File: config.mk
export PLATFORM = sky130hd
export DESIGN_NAME = vseq_ctrl
export DESIGN_NICKNAME = d
export VERILOG_FILES = /design/src/rtl/vseq_pkg.sv /design/src/rtl/vseq_trig_sync.sv /design/src/rtl/vseq_cond.sv /design/src/rtl/vseq_regfile.sv /design/src/rtl/vseq_ctrl.sv
export SDC_FILE = /design/constraint.sdc
export NUM_CORES = 1
export LEC_CHECK = 0
export BUFFER_PORTS_ARGS = -buffer_cell sky130_fd_sc_hd__buf_2
export CORE_MARGIN = 3
export CORE_UTILIZATION = 45
export CTS_CLUSTER_DIAMETER = 30
export CTS_CLUSTER_SIZE = 10
export DETAILED_ROUTE_END_ITERATION = 8
export GPL_TIMING_DRIVEN = 0
export HOLD_SLACK_MARGIN = 0.03
export PLACE_DENSITY = 0.77
export SLEW_MARGIN = 40
export SYNTH_ARGS = -nofsm -noshare
export SYNTH_HDL_FRONTEND = slang
export SYNTH_SLANG_ARGS = --single-unit
export TNS_END_PERCENT = 10
File: constraint.sdc
create_clock -name clk -period 5 [get_ports clk]
set_input_delay 0.75 -clock clk [delete_from_list [all_inputs] [get_ports clk]]
set_output_delay 0.75 -clock clk [all_outputs]
set_load 0.01 [all_outputs]
File: src/rtl/vseq_pkg.sv
package vseq_pkg;
  localparam int NTRIG = 3;
  localparam int NCTL  = 6;

  typedef enum logic [3:0] {
    OP_JPI  = 4'd0,
    OP_JPR  = 4'd1,
    OP_LD0  = 4'd2,
    OP_LD1  = 4'd3,
    OP_LD2  = 4'd4,
    OP_LD3  = 4'd5,
    OP_EN0  = 4'd6,
    OP_EN1  = 4'd7,
    OP_MD0  = 4'd8,
    OP_MD1  = 4'd9,
    OP_STP  = 4'd10,
    OP_PAGE = 4'd11,
    OP_MV   = 4'd12,
    OP_INC  = 4'd13,
    OP_END  = 4'd14,
    OP_NOP  = 4'd15
  } op_e;
endpackage

File: src/rtl/vseq_trig_sync.sv
module vseq_trig_sync #(
  parameter int N = 3
) (
  input  logic         clk,
  input  logic         rst,
  input  logic [N-1:0] din,
  output logic [N-1:0] lvl,
  output logic [N-1:0] rise,
  output logic [N-1:0] fall
);
  logic [N-1:0] s1, s2, s3;

  for (genvar g = 0; g < N; g++) begin : g_bit
    always_ff @(posedge clk) begin
      if (rst) begin
        s1[g] <= 1'b0;
        s2[g] <= 1'b0;
        s3[g] <= 1'b0;
      end else begin
        s1[g] <= din[g];
        s2[g] <= s1[g];
        s3[g] <= s2[g];
      end
    end
    assign lvl[g]  = s2[g];
    assign rise[g] = s2[g] & ~s3[g];
    assign fall[g] = ~s2[g] & s3[g];
  end
endmodule

File: src/rtl/vseq_cond.sv
module vseq_cond import vseq_pkg::*; (
  input  logic [2:0]       sel,
  input  logic             last,
  input  logic [NTRIG-1:0] lvl,
  output logic             ok
);
  logic base;
  always_comb begin
    if (sel[1:0] == 2'd0) base = last;
    else                  base = lvl[2'(sel[1:0] - 2'd1)];
    ok = base ^ sel[2];
  end
endmodule

File: src/rtl/vseq_regfile.sv
module vseq_regfile #(
  parameter int DW   = 8,
  parameter int NREG = 4,
  localparam int RIW = $clog2(NREG)
) (
  input  logic           clk,
  input  logic           rst,
  input  logic           we,
  input  logic [RIW-1:0] wa,
  input  logic [DW-1:0]  wd,
  input  logic [RIW-1:0] ra,
  output logic [DW-1:0]  rd
);
  logic [DW-1:0] mem [NREG];

  for (genvar g = 0; g < NREG; g++) begin : g_reg
    always_ff @(posedge clk) begin
      if (rst)                      mem[g] <= '0;
      else if (we && wa == RIW'(g)) mem[g] <= wd;
    end
  end

  assign rd = mem[ra];
endmodule

File: src/rtl/vseq_ctrl.sv
module vseq_ctrl import vseq_pkg::*; #(
  parameter int DATA_W = 8,
  parameter int ADDR_W = 8,
  parameter int NREG   = 4
) (
  input  logic                  clk,
  input  logic                  rst,
  input  logic                  tick,
  input  logic                  go,
  input  logic [ADDR_W-1:0]     go_addr,
  input  logic                  cpu_mode,
  input  logic [NTRIG-1:0]      trig_in,
  input  logic                  play_done,
  output logic [ADDR_W-1:0]     rom_addr,
  input  logic [DATA_W+7:0]     rom_data,
  output logic [DATA_W-1:0]     en0,
  output logic [DATA_W-1:0]     en1,
  output logic [DATA_W-1:0]     mode0,
  output logic [DATA_W-1:0]     mode1,
  output logic [DATA_W-1:0]     stop_val,
  output logic [DATA_W-1:0]     page_val,
  output logic                  start_play,
  output logic                  running
);
  localparam int IW  = DATA_W + 8;
  localparam int RIW = $clog2(NREG);
  localparam logic [ADDR_W-1:0] PC_ONE = ADDR_W'(1);

  logic [ADDR_W-1:0] pc;
  logic              phase;
  logic              run_q;
  logic              last_q;
  logic              sp_q;
  logic [IW-1:0]     ir;
  logic [DATA_W-1:0] ctl [NCTL];

  op_e               op;
  logic              cnd;
  logic [2:0]        csel;
  logic [DATA_W-1:0] arg;

  assign op   = op_e'(ir[IW-1 -: 4]);
  assign cnd  = ir[DATA_W+3];
  assign csel = ir[DATA_W+2 -: 3];
  assign arg  = ir[DATA_W-1:0];

  // trigger synchronizer and edge detect
  logic [NTRIG-1:0] trg_lvl, trg_rise, trg_fall;
  vseq_trig_sync #(.N(NTRIG)) u_sync (
    .clk(clk), .rst(rst), .din(trig_in),
    .lvl(trg_lvl), .rise(trg_rise), .fall(trg_fall)
  );

  // condition evaluation
  logic cond_ok;
  vseq_cond u_cond (.sel(csel), .last(last_q), .lvl(trg_lvl), .ok(cond_ok));

  // step qualification
  logic halt_now, trig_start, step, fetch, take;
  logic [ADDR_W-1:0] trig_entry;

  assign halt_now   = run_q && cpu_mode && trg_fall[0];
  assign trig_start = !run_q && !cpu_mode && (|trg_rise);
  assign step       = !go && !halt_now && run_q && tick;
  assign fetch      = step && !phase;
  assign take       = step && phase && (!cnd || cond_ok);

  always_comb begin
    trig_entry = '0;
    for (int i = NTRIG - 1; i >= 0; i--) begin
      if (trg_rise[i]) trig_entry = ADDR_W'(i);
    end
  end

  // general registers
  logic           rf_we;
  logic [RIW-1:0] rf_wa;
  logic [DATA_W-1:0] rf_wd, rf_rd;

  vseq_regfile #(.DW(DATA_W), .NREG(NREG)) u_rf (
    .clk(clk), .rst(rst), .we(rf_we), .wa(rf_wa), .wd(rf_wd),
    .ra(arg[RIW-1:0]), .rd(rf_rd)
  );

  always_comb begin
    rf_we = 1'b0;
    rf_wa = arg[RIW-1:0];
    rf_wd = arg;
    if (take) begin
      unique case (op)
        OP_LD0, OP_LD1, OP_LD2, OP_LD3: begin
          rf_we = 1'b1;
          rf_wa = RIW'(int'(op) - int'(OP_LD0));
        end
        OP_MV: begin
          rf_we = 1'b1;
          rf_wa = arg[2*RIW-1:RIW];
          rf_wd = rf_rd;
        end
        OP_INC: begin
          rf_we = 1'b1;
          rf_wd = rf_rd + DATA_W'(1);
        end
        default: ;
      endcase
    end
  end

  // control value registers
  for (genvar g = 0; g < NCTL; g++) begin : g_ctl
    always_ff @(posedge clk) begin
      if (rst)                                    ctl[g] <= '0;
      else if (take && int'(op) == int'(OP_EN0) + g) ctl[g] <= arg;
    end
  end

  assign en0      = ctl[0];
  assign en1      = ctl[1];
  assign mode0    = ctl[2];
  assign mode1    = ctl[3];
  assign stop_val = ctl[4];
  assign page_val = ctl[5];

  // playback handshake
  always_ff @(posedge clk) begin
    if (rst) begin
      sp_q   <= 1'b0;
      last_q <= 1'b0;
    end else begin
      sp_q <= take && (op == OP_PAGE) && ctl[2][0];
      if (sp_q)           last_q <= 1'b0;
      else if (play_done) last_q <= 1'b1;
    end
  end

  // sequencing
  always_ff @(posedge clk) begin
    if (rst) begin
      pc    <= '0;
      phase <= 1'b0;
      run_q <= 1'b0;
      ir    <= '0;
    end else if (go) begin
      pc    <= go_addr;
      phase <= 1'b0;
      run_q <= 1'b1;
    end else if (halt_now) begin
      run_q <= 1'b0;
      phase <= 1'b0;
    end else if (trig_start) begin
      pc    <= trig_entry;
      phase <= 1'b0;
      run_q <= 1'b1;
    end else if (fetch) begin
      ir    <= rom_data;
      phase <= 1'b1;
    end else if (step) begin
      phase <= 1'b0;
      if (take) begin
        unique case (op)
          OP_JPI:  pc <= arg[ADDR_W-1:0];
          OP_JPR:  pc <= rf_rd[ADDR_W-1:0];
          OP_END:  run_q <= 1'b0;
          default: pc <= pc + PC_ONE;
        endcase
      end else begin
        pc <= pc + PC_ONE;
      end
    end
  end

  assign rom_addr   = pc;
  assign running    = run_q;
  assign start_play = sp_q;
endmodule

---- Yosys cells after proc, flatten, opt, wreduce, memory -nomap -nowiden ----
Memories as Yosys holds them, arrays and structs flattened. A register that Yosys moved wholly into a read port is not among the register bits.
Cells that the tools add are included.
word-level totals
  logic and storage cells ................. 183
  RAM bits ................................ 80
  memories ................................ 2
  input port bits ......................... 33
  register bits after elaboration ......... 37
  output and inout bits ................... 58
cells by class
  multiplexer cells ....................... 72
  bitwise gates (word level) .............. 22
  eq/ne operators ......................... 22
  reductions and logical operators ........ 45
  magnitude comparators ................... 1
  $add $sub $neg .......................... 4
memories
  name      words  bits a word  rd ports  clocked after Yosys merged registers in  write ports  line                RTL
  ctl       6      8            6         0                                        6            vseq_ctrl.sv:35     logic [DATA_W-1:0] ctl [NCTL];
  u_rf.mem  4      8            1         1                                        4            vseq_regfile.sv:14  logic [DW-1:0] mem [NREG];
operators with widths
  kind                                           number
  2-to-1 mux 8 bit                               19
  2-to-1 mux 1 bit                               45
  == test 4 bit, second input constant           10
  one-hot mux 8 bit (3 select lines)             1
  logical AND 1 bit                              22
  adder 8 x 1 -> 8 bit, second input constant    2
  one-hot mux 8 bit (2 select lines)             1
  AND reduction 4 bit                            3
  nonzero test 4 bit                             3
  bitwise OR 1 bit                               10
  == test 4 x 2 -> 1 bit, second input constant  2
  == test 4 x 3 -> 1 bit, second input constant  2
  2-to-1 mux 2 bit                               4
  inequality test 4 bit, second input constant   2
  OR reduction 4 bit                             2
  inverter 1 bit                                 7
  zero test 1 bit                                6
  OR reduction 6 bit                             1
  AND 1 bit                                      4
  == test 2 bit, second input constant           2
  == test 4 x 1 -> 1 bit, second input constant  1
  zero test 2 bit                                2
  zero test 4 bit                                1
  one-hot mux 2 bit (2 select lines)             1
  13 further kinds                               13

---- Logic depth before layout (Yosys ltp) ----
  depth after elaboration ................. 16
  depth in mapped cells ................... 9

---- Modules after synthesis ----
From an unflattened synthesis, not the netlist that was laid out.
unflattened totals
  cells, all modules ...................... 472
  area, all modules ....................... 5552.8 sq um
by module, submodules not included
  module          area each (sq um)  cells each  instances
  vseq_ctrl       3797.4             344         1
  vseq_regfile    1417.6             96          1
  vseq_trig_sync  274.0              24          1
  vseq_cond       63.8               8           1

---- Worst setup path after synthesis ----
OpenSTA, ideal clock, no wires.
  path kind ............................... reg-to-reg
  start ................................... register ir[8]
  end ..................................... memory ctl[2][0] (enable)
  required time ........................... 4613 ps
  buffers on the path ..................... 1
  setup time .............................. 387 ps
  clock period less this slack ............ 3229 ps
  path slack .............................. 1771 ps
  cell stages (with the launch flop) ...... 10
  arrival time ............................ 2842 ps
  cells stage by stage .................... dfxtp_1 -> inv_1 -> ha_1 -> mux2_4 -> a311o_2 -> a21boi_4 -> and2_1 -> clkbuf_1 -> nand3_1 -> o31ai_1
RTL lines
  element                 line              RTL
  from (decl)             vseq_ctrl.sv:34   logic [IW-1:0] ir;
  from (signal assigned)  vseq_ctrl.sv:155  ir <= rom_data;
  to (decl)               vseq_ctrl.sv:35

==> out/qor.yml <==
required_ps: 5090
cts_htree_levels: 4
crit_path_cell_chain: "inv_1 -> ha_1 -> mux2_4 -> a311o_2 -> a21boi_4 -> nand3_1 -> mux2i_1 -> o21ai_2"
numCtsBuffers: 17
leading_cell_types_in_the_layout_fill_and_taps_excluded: "94 x sky130_fd_sc_hd__buf_2, 80 x sky130_fd_sc_hd__edfxtp_1, 52 x sky130_fd_sc_hd__and2_1, 52 x sky130_fd_sc_hd__nand2_1, 39 x sky130_fd_sc_hd__dfxtp_1"
fp-row-count: 39
largest_net_degree_at_the_start_of_global_routing: 17
total_power_uw: 2630
power_density_cells_nw_per_um2: 383
min-delay-path-class: "reg -> reg"
setup.worst_path.class: "reg -> reg"
clock_path_buffers: 2
mux_cell_area_share_after_synthesis_pct: 7.01
synth_xor_area_share_pct: 2.22
area.growth.synth_to_final_pct: 24.0
floorplan.die.height_um: 117
floorplan.initialDensity_pct: 47.2
drt-wirelength-per-cell_um: 18.3
num_io_pins: 91
mean_post_synth_cell_area_um2: 11.3
clock_sink_count: 119
detailed_route_wire_length_um: 13800
run_status: "completed"
clk_transition_reported_paths_ps: 50
ys_dominant_reg_cell: "sky130_fd_sc_hd__edfxtp_1"
final_design_area_no_fill_um2: 6860
drt-pass1-iter-count: 5
num_vias: 4258
worst-slew-pin-transition_ps: 773
synth-compound-area-share_pct: 9.75
syn-num-nets: 524
buffer_ports.inserted: 90
post_synthesis_share_of_cell_area_spent_on_full_adders_half_adders_and_majority_gates_pct: 0.679
endpoint_kind: "flip-flop"
fin_nets: 634
startpoint_type: "flip-flop"
cts_setup_buffers: 0
groute.usage.overall_pct: 21.4
clk_root_buffer_cell: "sky130_fd_sc_hd__clkbuf_16"
antenna_cells_inserted: 0
worst_clock_skew_ps: 6.22
mappedNetlistArea_um2: 5530
post_dp_cell_area_um2: 6200
finalMaxSlewViolations: 0
total_leakage_power_uw: 0.00257
arrival_ps: 3600
final.period_utilization_pct: 70.1
setup_tns_ps: 0
hold_viol_final: 0
die_x_um: 117
source_to_sink_clock_delay_at_the_later_pin_of_the_worst_skew_pair_ps: 420
grt_pass1_wl_um: 21700
netlist-cell-type-count: 60
post_cts_resize_count: 0
dpl.hpwl_um: 9600
critical-path-slowest-cell: "sky130_fd_sc_hd__mux2i_1"
worst_slew_margin_relative_to_its_limit_pct: 47.0
fillers: 950
viasPerCell: 5.65
postSynthRegisterBits: 119
async_flop_share_pct: 0
synth_enable_flop_cells: 80
warnings_from_yosys: 0
antenna_found_initial: 0
grt_setup_unrepaired: "false"
yosysSeqAreaShare_pct: 57.5
place.gp.congestion: 0.918
drive_gt1_share_pct: 25.0
ctsHoldBuffers: 0
cts_tree: "done"
finalCoreUtilization_pct: 58.6
final.min_clock_period_ps: 3510
route.antenna.remaining_nets: 0
postSynthCellCount: 488
post_synthesis_simple_gate_area_fraction_pct: 20.1
finalSetupViolations: 0
layout.cells.most_common: "sky130_fd_sc_hd__buf_2"
die-area_um2: 13700
cpPeakStageDelay_ps: 690
vias_in_the_first_global_route: 4134
crit_fanout: 8
coreArea_um2: 11700
drt_iter0_markers: 330
vdd_ir_drop_max_mv: 0.229
overflow: 0
synth_top_family_by_area: "simple AND/OR/NAND/NOR gates"
max_cap_viols: 0
clock.fmax_mhz: 285
route.detailed.drc: 0
## metrics by stage
stage / setup slack [ps] / std cells / hold slack (ps)
finish: 1490 / 754 / 444
global route: 1280 / 754 / 462
CTS: 1490 / 754 / 444
detailed placement: 1500 / 722 / 424
global placement: 993 / 721 / 418
floorplan: 1770 / 488 / 414
## synthesized netlist by cell type, drive strengths merged (3+ instances only)
cell type,count,area (um2)
nand4,3,18.8
a221oi,9,103
a31oi,3,18.8
o21ai,19,95.1
a21oi,23,115
nor2b,9,56.3
xor2,8,70.1
mux2i,17,170
edfxtp,80,2400
and3,3,18.8
buf,7,37.5
nand2b,5,31.3
nand3,11,55.1
a21boi,3,33.8
xnor2,6,52.6
and2,52,325
nor4,4,37.5
mux4,8,180
mux2,3,37.5
nor2,35,131
dfxtp,39,781
clkbuf,17,73.8
inv,9,33.8
nand2,52,195
ha,3,37.5
nor3,28,145
## kinds of logic (layout without fill, tap and decap cells)
| family | after synthesis | after routing |
|---|---|---|
| muxes | 28 | 28 |
| buffers and inverters | 34 | 157 |
| DFF | 119 | 119 |
| adders and majority gates | 3 | 3 |
| xor gates and xnor gates | 14 | 14 |
| and+or+nand+nor | 213 | 213 |
| AOI/OAI and AO/OA | 77 | 77 |
## report_power, final
part	switching, uW	internal (uW)
combinational	102	64.8
clock	431	926
sequential	22.2	1080
## flip-flops by register name (all words and copies together) (netlist names), named ones only
name and count:
u_sync.s3 3, ir 16, u_sync.s1 3, u_sync.lvl 3, last_q 1, ctl 48, start_play 1, u_rf.mem 32
running 1, phase 1, rom_addr 8
## per-layer routing
metal / part of all wire (%) / GRT usage (%) / wire length [um] / vias to the layer above
li1: - / - / - / 2012
met1: 42 / 26.8 / 5780 / 2010
met2: 47 / 35.2 / 6530 / 211
met3: 8.6 / 5.91 / 1190 / 25
met4: 2.2 / 8.56 / 304 / 0
met5: 0 / 0 / 0 / -
## path summary, 6_finish.rpt
check                     from        endpoint  slack (ps)  depth (start not counted)
setup / recovery         ir[8]  u_rf.mem[1][2]        1490                          8
hold / removal    u_sync.s1[2]   u_sync.lvl[2]         440                          1
setup reg to reg         ir[8]  u_rf.mem[1][2]        1490                          8
hold reg to reg   u_sync.s1[2]   u_sync.lvl[2]         440                          1
## layout make-up
cell class	instances	area [um2]	share of cell area (%)
repair buffers	91	455	6.64
multi-input cells	335	2240	32.6
flip-flops and latches	119	3180	46.4
clock buffers	17	425	6.20
plain buffers	24	111	1.62
inverters	10	37.5	0.547
well taps	143	179	2.61
clock inverters	15	233	3.39
## worst max-delay path, delay by kind of cell, from the launching register on
| kind | cells | cell delay (ps) |
|---|---|---|
| fa+ha+maj | 1 | 310 |
| compound gates | 3 | 1100 |
| mux | 2 | 1000 |
| flops | 1 | 390 |
| buf+inv | 1 | 60 |
| simple gates | 1 | 310 |
No activity file was read; power rests on OpenSTA's default activity.
